==> src/rtl/tw_loader_pkg.sv <==
// Package: shared types for the three-wire serial loader.
// Assumes: the control field order matches the two-wire receiver's control byte.
package tw_loader_pkg;
    typedef struct packed {
        logic       cp;     // high pump current
        logic [2:0] test;   // test field
        logic       rsa;    // length-driven ratio bit
        logic       rsb;    // extended-only ratio bit
        logic       os;     // tuning output off
    } ctrl_t;
endpackage

==> src/rtl/tw_pin_events.sv <==
// Module: turns sampled pin levels into one-cycle frame events.
// Assumes: pins are already synchronous to clk and each level lasts >= 1 clock.
module tw_pin_events (
    input  logic clk,
    input  logic rst_n,
    input  logic enable,
    input  logic ce,
    input  logic scl,
    output logic active,
    output logic fall_ev,
    output logic rise_ev,
    output logic end_ev
);
    logic prev_ce;
    logic prev_scl;

    // Remember last cycle's enable-qualified frame level and clock level.
    always_ff @(posedge clk) begin
        if (!rst_n) begin
            prev_ce  <= 1'b0;
            prev_scl <= 1'b0;
        end else begin
            prev_ce  <= ce & enable;
            prev_scl <= scl;
        end
    end

    // Decode edges inside an active frame and the frame close.
    always_comb begin
        active  = enable & ce;
        fall_ev = active & prev_scl & ~scl;
        rise_ev = active & ~prev_scl & scl;
        end_ev  = enable & prev_ce & ~ce;
    end
endmodule

==> src/rtl/tw_frame_counter.sv <==
// Module: shift register plus saturating counts of falling and rising edges.
// Assumes: counts restart whenever the frame is inactive.
module tw_frame_counter #(
    parameter int SR_W  = 15,
    parameter int CNT_W = 6
) (
    input  logic             clk,
    input  logic             rst_n,
    input  logic             active,
    input  logic             fall_ev,
    input  logic             rise_ev,
    input  logic             sda,
    output logic [SR_W-1:0]  sr,
    output logic [CNT_W-1:0] bit_cnt,
    output logic [CNT_W-1:0] rise_cnt
);
    localparam logic [CNT_W-1:0] CNT_MAX = '1;

    // Shift data in MSB first on falling edges.
    always_ff @(posedge clk) begin
        if (!rst_n)       sr <= '0;
        else if (fall_ev) sr <= {sr[SR_W-2:0], sda};
    end

    // Count bits and rising edges per frame, saturating so long frames never wrap.
    always_ff @(posedge clk) begin
        if (!rst_n || !active) begin
            bit_cnt  <= '0;
            rise_cnt <= '0;
        end else begin
            if (fall_ev && bit_cnt != CNT_MAX)  bit_cnt  <= bit_cnt + 1'b1;
            if (rise_ev && rise_cnt != CNT_MAX) rise_cnt <= rise_cnt + 1'b1;
        end
    end
endmodule

==> src/rtl/tw_commit_regs.sv <==
// Module: holds the shared registers and applies each commit point.
// Assumes: sr holds the most recent SR_W bits; counters show pre-event values.
module tw_commit_regs
    import tw_loader_pkg::*;
#(
    parameter int BS_W         = 4,
    parameter int N_W          = 15,
    parameter int CTRL_W       = 8,
    parameter int CNT_W        = 6,
    parameter bit RSB_AT_RESET = 1'b1
) (
    input  logic             clk,
    input  logic             rst_n,
    input  logic             rise_ev,
    input  logic             end_ev,
    input  logic [N_W-1:0]   sr,
    input  logic [CNT_W-1:0] bit_cnt,
    input  logic [CNT_W-1:0] rise_cnt,
    output logic [BS_W-1:0]  band_q,
    output logic [N_W-1:0]   freq_q,
    output ctrl_t            ctrl_q
);
    localparam int LEN_SHORT = BS_W + N_W - 1;
    localparam int LEN_LONG  = BS_W + N_W;
    localparam int LEN_EXT   = LEN_LONG + CTRL_W;
    localparam logic [CNT_W-1:0] BAND_AT  = CNT_W'(BS_W);      // count before 5th rise
    localparam logic [CNT_W-1:0] FREQ_AT  = CNT_W'(LEN_LONG);  // count before 20th rise
    localparam logic [CNT_W-1:0] C_SHORT  = CNT_W'(LEN_SHORT);
    localparam logic [CNT_W-1:0] C_LONG   = CNT_W'(LEN_LONG);
    localparam logic [CNT_W-1:0] C_EXT    = CNT_W'(LEN_EXT);

    logic band_hit, freq_hit, end_short, end_long, end_ext;

    // Classify the current event against the commit points.
    always_comb begin
        band_hit  = rise_ev && rise_cnt == BAND_AT;
        freq_hit  = rise_ev && rise_cnt == FREQ_AT;
        end_short = end_ev && bit_cnt == C_SHORT;
        end_long  = end_ev && bit_cnt == C_LONG;
        end_ext   = end_ev && bit_cnt == C_EXT;
    end

    // Band outputs load from the first four bits on the fifth rising edge.
    always_ff @(posedge clk) begin
        if (!rst_n)        band_q <= '0;
        else if (band_hit) band_q <= sr[BS_W-1:0];
    end

    // Divider loads mid-frame for long frames or at close of 18/19-bit frames.
    always_ff @(posedge clk) begin
        if (!rst_n)         freq_q <= '0;
        else if (freq_hit)  freq_q <= sr;
        else if (end_short) freq_q <= {1'b0, sr[N_W-2:0]};
        else if (end_long)  freq_q <= sr;
    end

    // Control set: length sets ratio_a, extended frames set everything.
    always_ff @(posedge clk) begin
        if (!rst_n) begin
            ctrl_q.cp   <= 1'b1;
            ctrl_q.test <= 3'b001;
            ctrl_q.rsa  <= 1'b0;
            ctrl_q.rsb  <= RSB_AT_RESET;
            ctrl_q.os   <= 1'b1;
        end else if (end_ext) begin
            ctrl_q <= ctrl_t'(sr[CTRL_W-2:0]);
        end else if (end_short) begin
            ctrl_q.rsa <= 1'b1;
        end else if (end_long) begin
            ctrl_q.rsa <= 1'b0;
        end
    end


    band_hold_chk: assert property (@(posedge clk) disable iff (!rst_n)
        !(rise_ev && rise_cnt == BAND_AT) |=> $stable(band_q));


    short_frame_chk: assert property (@(posedge clk) disable iff (!rst_n)
        (end_ev && bit_cnt == C_SHORT) |=> (ctrl_q.rsa && !freq_q[N_W-1]));


    long_frame_chk: assert property (@(posedge clk) disable iff (!rst_n)
        (end_ev && bit_cnt == C_LONG) |=> (!ctrl_q.rsa && freq_q == $past(sr)));


    ctrl_keep_chk: assert property (@(posedge clk) disable iff (!rst_n)
        (end_ev && bit_cnt != C_EXT) |=>
            ($stable(ctrl_q.cp) && $stable(ctrl_q.test) && $stable(ctrl_q.rsb) && $stable(ctrl_q.os)));


    odd_frame_freq_chk: assert property (@(posedge clk) disable iff (!rst_n)
        (end_ev && bit_cnt != C_SHORT && bit_cnt != C_LONG) |=> $stable(freq_q));
endmodule

==> src/rtl/triwire_word_loader.sv <==
// Module: top of the enable-framed serial loader with word-length detection.
// Assumes: pins are synchronous to clk; when bus_sel is low another receiver owns the pins.
module triwire_word_loader #(
    parameter int BS_W         = 4,
    parameter int N_W          = 15,
    parameter int CTRL_W       = 8,
    parameter bit RSB_AT_RESET = 1'b1
) (
    input  logic            clk,
    input  logic            rst_n,
    input  logic            bus_sel,
    input  logic            ce,
    input  logic            scl,
    input  logic            sda,
    output logic [BS_W-1:0] band_sw,
    output logic [N_W-1:0]  freq_word,
    output logic            pump_hi,
    output logic [2:0]      test_mode,
    output logic            ratio_a,
    output logic            ratio_b,
    output logic            tune_off,
    output logic            wire_mode
);
    import tw_loader_pkg::*;

    localparam int LEN_EXT = BS_W + N_W + CTRL_W;
    localparam int CNT_W   = $clog2(LEN_EXT + 1) + 1;

    logic             active, fall_ev, rise_ev, end_ev;
    logic [N_W-1:0]   sr;
    logic [CNT_W-1:0] bit_cnt, rise_cnt;
    ctrl_t            ctrl_q;

    tw_pin_events u_events (
        .clk(clk), .rst_n(rst_n), .enable(bus_sel), .ce(ce), .scl(scl),
        .active(active), .fall_ev(fall_ev), .rise_ev(rise_ev), .end_ev(end_ev)
    );

    tw_frame_counter #(.SR_W(N_W), .CNT_W(CNT_W)) u_count (
        .clk(clk), .rst_n(rst_n), .active(active), .fall_ev(fall_ev),
        .rise_ev(rise_ev), .sda(sda), .sr(sr), .bit_cnt(bit_cnt), .rise_cnt(rise_cnt)
    );

    tw_commit_regs #(
        .BS_W(BS_W), .N_W(N_W), .CTRL_W(CTRL_W), .CNT_W(CNT_W), .RSB_AT_RESET(RSB_AT_RESET)
    ) u_regs (
        .clk(clk), .rst_n(rst_n), .rise_ev(rise_ev), .end_ev(end_ev), .sr(sr),
        .bit_cnt(bit_cnt), .rise_cnt(rise_cnt), .band_q(band_sw), .freq_q(freq_word),
        .ctrl_q(ctrl_q)
    );

    // Expose control fields and the receiver ownership flag.
    always_comb begin
        pump_hi   = ctrl_q.cp;
        test_mode = ctrl_q.test;
        ratio_a   = ctrl_q.rsa;
        ratio_b   = ctrl_q.rsb;
        tune_off  = ctrl_q.os;
        wire_mode = bus_sel;
    end


    idle_hold_chk: assert property (@(posedge clk) disable iff (!rst_n)
        !bus_sel |=> ($stable(band_sw) && $stable(freq_word) && $stable(ctrl_q)));
endmodule

==> config.mk <==
export PLATFORM = sky130hd
export DESIGN_NAME = triwire_word_loader
export DESIGN_NICKNAME = d
export VERILOG_FILES = /design/src/rtl/tw_loader_pkg.sv /design/src/rtl/tw_pin_events.sv /design/src/rtl/tw_frame_counter.sv /design/src/rtl/tw_commit_regs.sv /design/src/rtl/triwire_word_loader.sv
export SDC_FILE = /design/constraint.sdc
export NUM_CORES = 1
export LEC_CHECK = 0
export ABC_AREA = 0
export BUFFER_PORTS_ARGS = -buffer_cell sky130_fd_sc_hd__buf_2
export CAP_MARGIN = 20
export CORE_ASPECT_RATIO = 1.1
export CORE_UTILIZATION = 40
export CTS_CLUSTER_DIAMETER = 100
export CTS_CLUSTER_SIZE = 10
export DETAILED_ROUTE_END_ITERATION = 10
export HOLD_SLACK_MARGIN = 0.08
export PLACE_DENSITY_LB_ADDON = 0.25
export SLEW_MARGIN = 20
export SYNTH_ARGS = -nofsm -noshare
export SYNTH_HDL_FRONTEND = slang
export SYNTH_SLANG_ARGS = --single-unit
==> constraint.sdc <==
create_clock -name clk -period 2.35 [get_ports clk]
set_input_delay 0.235 -clock clk [delete_from_list [all_inputs] [get_ports clk]]
set_output_delay 0.235 -clock clk [all_outputs]
set_load 0.05 [all_outputs]
## Word level (Yosys, flattened, before mapping)

Index checks and enable logic that the tools add are counted.

| operators by class | value |
|---|---|
| equality and inequality tests | 7 |
| multiplexer cells | 6 |
| bitwise gates (word level) | 10 |
| reduce and logical (&&, ||, !) cells | 12 |
| add/sub/neg operators | 2 |

Operator list:

| operator | count |
|---|---|
| 2-to-1 mux 15 bit | 3 |
| equality test 6 x 5 -> 1 bit, second input constant | 4 |
| adder 6 x 1 -> 6 bit, second input constant | 2 |
| inequality test 6 bit, second input constant | 2 |
| AND 1 bit | 7 |
| logical AND 1 bit | 7 |
| equality test 6 x 3 -> 1 bit, second input constant | 1 |
| nonzero test 3 bit | 2 |
| 2-to-1 mux 1 bit | 3 |
| NOT 1 bit | 3 |
| logical NOT 1 bit | 2 |
| logical OR 1 bit | 1 |

| storage, ports and cells | value |
|---|---|
| word-level logic and storage cells | 49 |
| output and inout port bits | 27 |
| bits in registers | 55 |
| input bits | 6 |

## Logic depth before layout (Yosys ltp)

| depth | value |
|---|---|
| depth after elaboration | 6 |
| depth in mapped cells | 7 |
| gate-level depth less buffers | 6 |

## By module

Synthesis repeated with hierarchy kept, for this count alone.

| second synthesis, totals | value |
|---|---|
| cells, all modules | 234 |
| area, all modules | 2357.3 µm² |

Modules (own cells, without submodules):

| module | area each (µm²) | sequential area each (µm²) | times used | cells an instance |
|---|---|---|---|---|
| tw_frame_counter | 1159.9 | 540.5 | 1 | 111 |
| tw_commit_regs | 1098.6 | 520.5 | 1 | 114 |
| tw_pin_events | 91.3 | 40.0 | 1 | 8 |
| triwire_word_loader | 7.5 | 0.0 | 1 | 1 |

## Least setup slack after synthesis

Ideal clock, no wire load.

| timing | value |
|---|---|
| path kind | register to register |
| from | reg u_count.rise_cnt[0] |
| to | reg u_regs.freq_q[10] |
| library setup time | 0.119 ns |
| data required time | 2.231 ns |
| cell stages (with the launch flop) | 8 |
| arrival | 1.575 ns |
| period minus slack after synthesis | 1.695 ns |
| path buffers | 2 |
| slack | 0.655 ns |
| path through | dfxtp_1 ha_1 nand3b_1 or4_4 o31a_2 buf_6 buf_12 mux2i_1 |

| between the ends | value |
|---|---|
| word-level cells in the longest chain between the ends | 3 |
| elaborated cells between the ends (all ways) | 4 |
| classes of those cells | eq/ne: 1; mux: 1; reduce/logical: 2 |

RTL lines:

| element | line | source |
|---|---|---|
| from (decl) | tw_frame_counter.sv:15 | `output logic [CNT_W-1:0] rise_cnt` |
| from (signal assigned) | tw_frame_counter.sv:32 | `if (rise_ev && rise_cnt != CNT_MAX) rise_cnt <= rise_cnt + 1'b1;` |
| equality test 6 x 5 -> 1 bit (*) | tw_commit_regs.sv:37 | `freq_hit = rise_ev && rise_cnt == FREQ_AT;` |
| logical AND 1 bit (*) | tw_commit_regs.sv:37 |  |
| nonzero test 3 bit (no source line) or 2-to-1 mux 15 bit (tied branches) | -- |  |
| to (signal assigned) | tw_commit_regs.sv:52 | `else if (freq_hit) freq_q <= sr;` |
| to (signal assigned) | tw_commit_regs.sv:53 | `else if (end_short) freq_q <= {1'b0, sr[N_W-2:0]};` |
| to (signal assigned) | tw_commit_regs.sv:54 | `else if (end_long) freq_q <= sr;` |
| to (decl) | tw_commit_regs.sv:20 | `output logic [N_W-1:0] freq_q,` |

Mark *: on every way between the ends. The rest lies on a longest branch, timed or not.
A chain may end at the register's enable or synchronous reset.

## Worst setup path in the final report

| timing | value |
|---|---|
| from | reg u_count.rise_cnt[0] |
| to | reg u_regs.freq_q[14] |

The elaborated chain is that of the path after synthesis.

==> results.md <==
- Worst-path clk slew: 0.09 ns
- Hold Path Depth: 3
- RSZ-0062 raised after global routing: no
- CP Max Fanout: 15
- First-pass GRT wire length: around 7.4 mm
- Compound-Gate Fraction of Synth Area: 0.09314
- Die width: 75.72 microns
- Die Y: slightly above 80 microns
- Hold Crit Start: sda
- Finished Cell Area: roughly 2600 sq um
- H-tree levels: 2
- Nets: 290
- Final critical-path share of the clock period: 0.7697
- Dpl cell area: between 2000 and 3000 sq um
- Status: complete, no violations
- Die Area: ~6300 sq um
- Core ar.: slightly below 6000 sq um
- Synth Register Bits: 55
- Netlist Area Pre-Place: 2391 sq um
- Simple-Gate Fraction of Synth Area: 0.2135
- Max Fclk: between 500 and 600 MHz
- Number of buffers added on ports: 32
- VDD IR-drop max: roughly 0.34 mV
- Main combinational cell family by area after synthesis: simple AND/OR/NAND/NOR gates
- Clock root buffer: clkbuf_8
- XOR/XNOR Fraction of Synth Area: 0.02930
- Clk buf depth: 2
- Reg2Reg Setup Slack: 0.54 ns
- Most frequent cells in the layout: nand2_1, dfxtp_1, buf_2
- WP data arrival: 2.01 ns
- Post-synthesis mux area share: 0.1130
- Area leader, netlist: dfxtp_1
- Routed len/inst: 11.95 microns
- Antenna viol nets, final: 0
- HPWL Detailed: 2.880 mm
- Slew Limit Fails: 0
- CP Capture Type: flip-flop
- Final wirelength: 4.266 mm
- Initial DRT Pass Iterations: 4
- Ant diodes: 0
- Via-per-instance ratio: 4.863
- Pleak: 0.001044 uW
- Initial DRC Count: 135
- Hold-fix buffers, CTS: 0
- Layout cell share with drive strength beyond 1: 0.1643
- Period minus WS final: about 1.8 ns
- Sink Count: 55
- Worst slew pin tran: between 0.5 and 0.6 ns
- Initial Utilization: 0.4144
- Sequential-to-total area share from yosys stat: 0.4605
- CTS-repair resized insts: 0
- Hold Violations, Final: 0
- Syn Nets: roughly 270
- Gate Count Post-Synth: 258
- Register-to-Register Path Depth: 5
- Pwr dens: between 600 and 700 nW/um^2
- Critical path type: reg -> reg
- Max Cap Viol: 0
- IO Count: 33
- FF-to-FF End: u_regs.freq_q[14]
- Post-synth cell types: 39
- Crit path launch type: flip-flop
- Via count: 1,736
- HP Class: in -> reg
- Cell row count: 29
- Syn-to-layout area delta: 9.942%
- Clock skew: 0.003995 ns
- Final setup viols: 0
- Min-Delay Endpoint: u_count.sr[0]
- Post-Synth Adder-Cell Area: 0.02093
- Number of buffers created by CTS: 5
- GP Congestion: 0.8081
- Synth warnings: 0
- Relative slew slack: 0.6352
- GR Overflow Total: 0
- Setup_tns: 0 ns
- Initial antenna violation count: 0
- Top cells by area, synth: dfxtp_1, mux2i_1, nand2_1, a21boi_0, xnor2_1
- Number of global-route vias before repair: 1,583
- Worst-skew pair later-pin latency: about 0.30 ns
- Crit path required time: 2.55 ns
- CTS tree: done
- Setup Buffers After CTS: 0
- GRT Total Usage: 0.1522
- Synthesized area per cell: 9.268 sq um
- Largest net degree at the start of global routing: 58
- FF-to-FF Start: u_count.rise_cnt[0]
- Synth top area share: 0.4605
- Drt drc: 0
- Most common cell after layout, fill and taps aside: nand2_1
[through the flow]
| step | utilization | hold WS, ns | total power (uW) | cells | worst slack, ns |
|---|---|---|---|---|---|
| CTS | 0.4557 | 0.1858 | 1606 | 357 | 0.5120 |
| global placement | 0.4379 | 0.4473 | 1003 | 350 | 0.5658 |
| finish | 0.4557 | 0.1892 | 1585 | 357 | 0.5412 |
| global route | 0.4557 | 0.1903 | 1642 | 357 | 0.4095 |
| detailed placement | 0.4379 | 0.4488 | 1003 | 350 | 0.5312 |
| floorplan | - | 0.3567 | 991.8 | 258 | 0.6553 |
[cell type report]
class	instances	area [sq um]
clock buffers	6	72.57
clock inverters	1	30.03
fillers	588	3141
inverters	8	30.03
multi-input cells	176	1124
flip-flops and latches	55	1101
well taps	77	96.34
repair buffers	34	175.2
[cells by family after synthesis]
family | after synthesis
adders and majority gates | 4
muxes | 27
DFF | 55
xor gates and xnor gates | 8
and+or+nand+nor | 109
AOI/OAI and AO/OA | 28
buffers and inverters | 27
[worst max-delay path by stage]
| stage | from | to | cells after the start |
|---|---|---|---|
| after floorplan | u_count.rise_cnt[0] | u_regs.freq_q[10] | 7 |
| after global placement | u_count.rise_cnt[0] | u_regs.freq_q[14] | 5 |
| after detailed placement | u_count.rise_cnt[0] | u_regs.freq_q[14] | 5 |
| after CTS | u_count.rise_cnt[0] | u_regs.freq_q[14] | 5 |
| after global routing | u_count.rise_cnt[0] | u_regs.freq_q[14] | 5 |
| final | u_count.rise_cnt[0] | u_regs.freq_q[14] | 5 |
[registers in the layout, indices dropped and copies added, names as in the netlist]
| register | count |
|---|---|
| u_count.bit_cnt | 6 |
| u_count.rise_cnt | 6 |
| u_count.sr | 15 |
| u_events.prev_ce | 1 |
| u_events.prev_scl | 1 |
| u_regs.band_q | 4 |
| u_regs.ctrl_q | 7 |
| u_regs.freq_q | 15 |
[cells in the mapped netlist (all sizes together)]
master / count
dlymetal6s2s: 1
and3: 3
a21boi: 15
o31a: 1
dfxtp: 55
a311oi: 3
buf: 8
dlymetal6s4s: 1
nor4b: 1
a32o: 1
inv: 8
and4b: 1
a211oi: 2
dlygate4sd1: 1
nor2b: 6
o21a: 1
nor2: 14
nand3: 3
a2111oi: 1
or4: 2
nand4b: 2
and4: 1
nand3b: 2
clkbuf: 8
mux2i: 27
ha: 4
nor3: 4
o41ai: 1
a31oi: 2
o221a: 1
xnor2: 8
and2: 2
nand2: 67
nand4: 1
[report_power, final]
group / internal (uW) / total (uW) / switching (uW)
Combinational: 14.6 / 45.8 / 31.2
Sequential: 933 / 935 / 1.70
Clock: 313 / 604 / 291
Total: 1260 / 1580 / 324
[critical path, stage by stage, from the launching register on]
cell      delay, ns
dfxtp_1        0.40
ha_1           0.25
nand3b_1       0.09
or4_4          0.42
o31a_2         0.27
a32o_1         0.27
[layer usage]
layer	share of wire	vias up	track usage
li1	-	903	-
met1	0.51	796	0.2197
met2	0.44	32	0.2240
met3	0.032	5	0.02791
met4	0.017	0	0.05556
met5	0	-	0
Power figures use the tool's default switching activity.
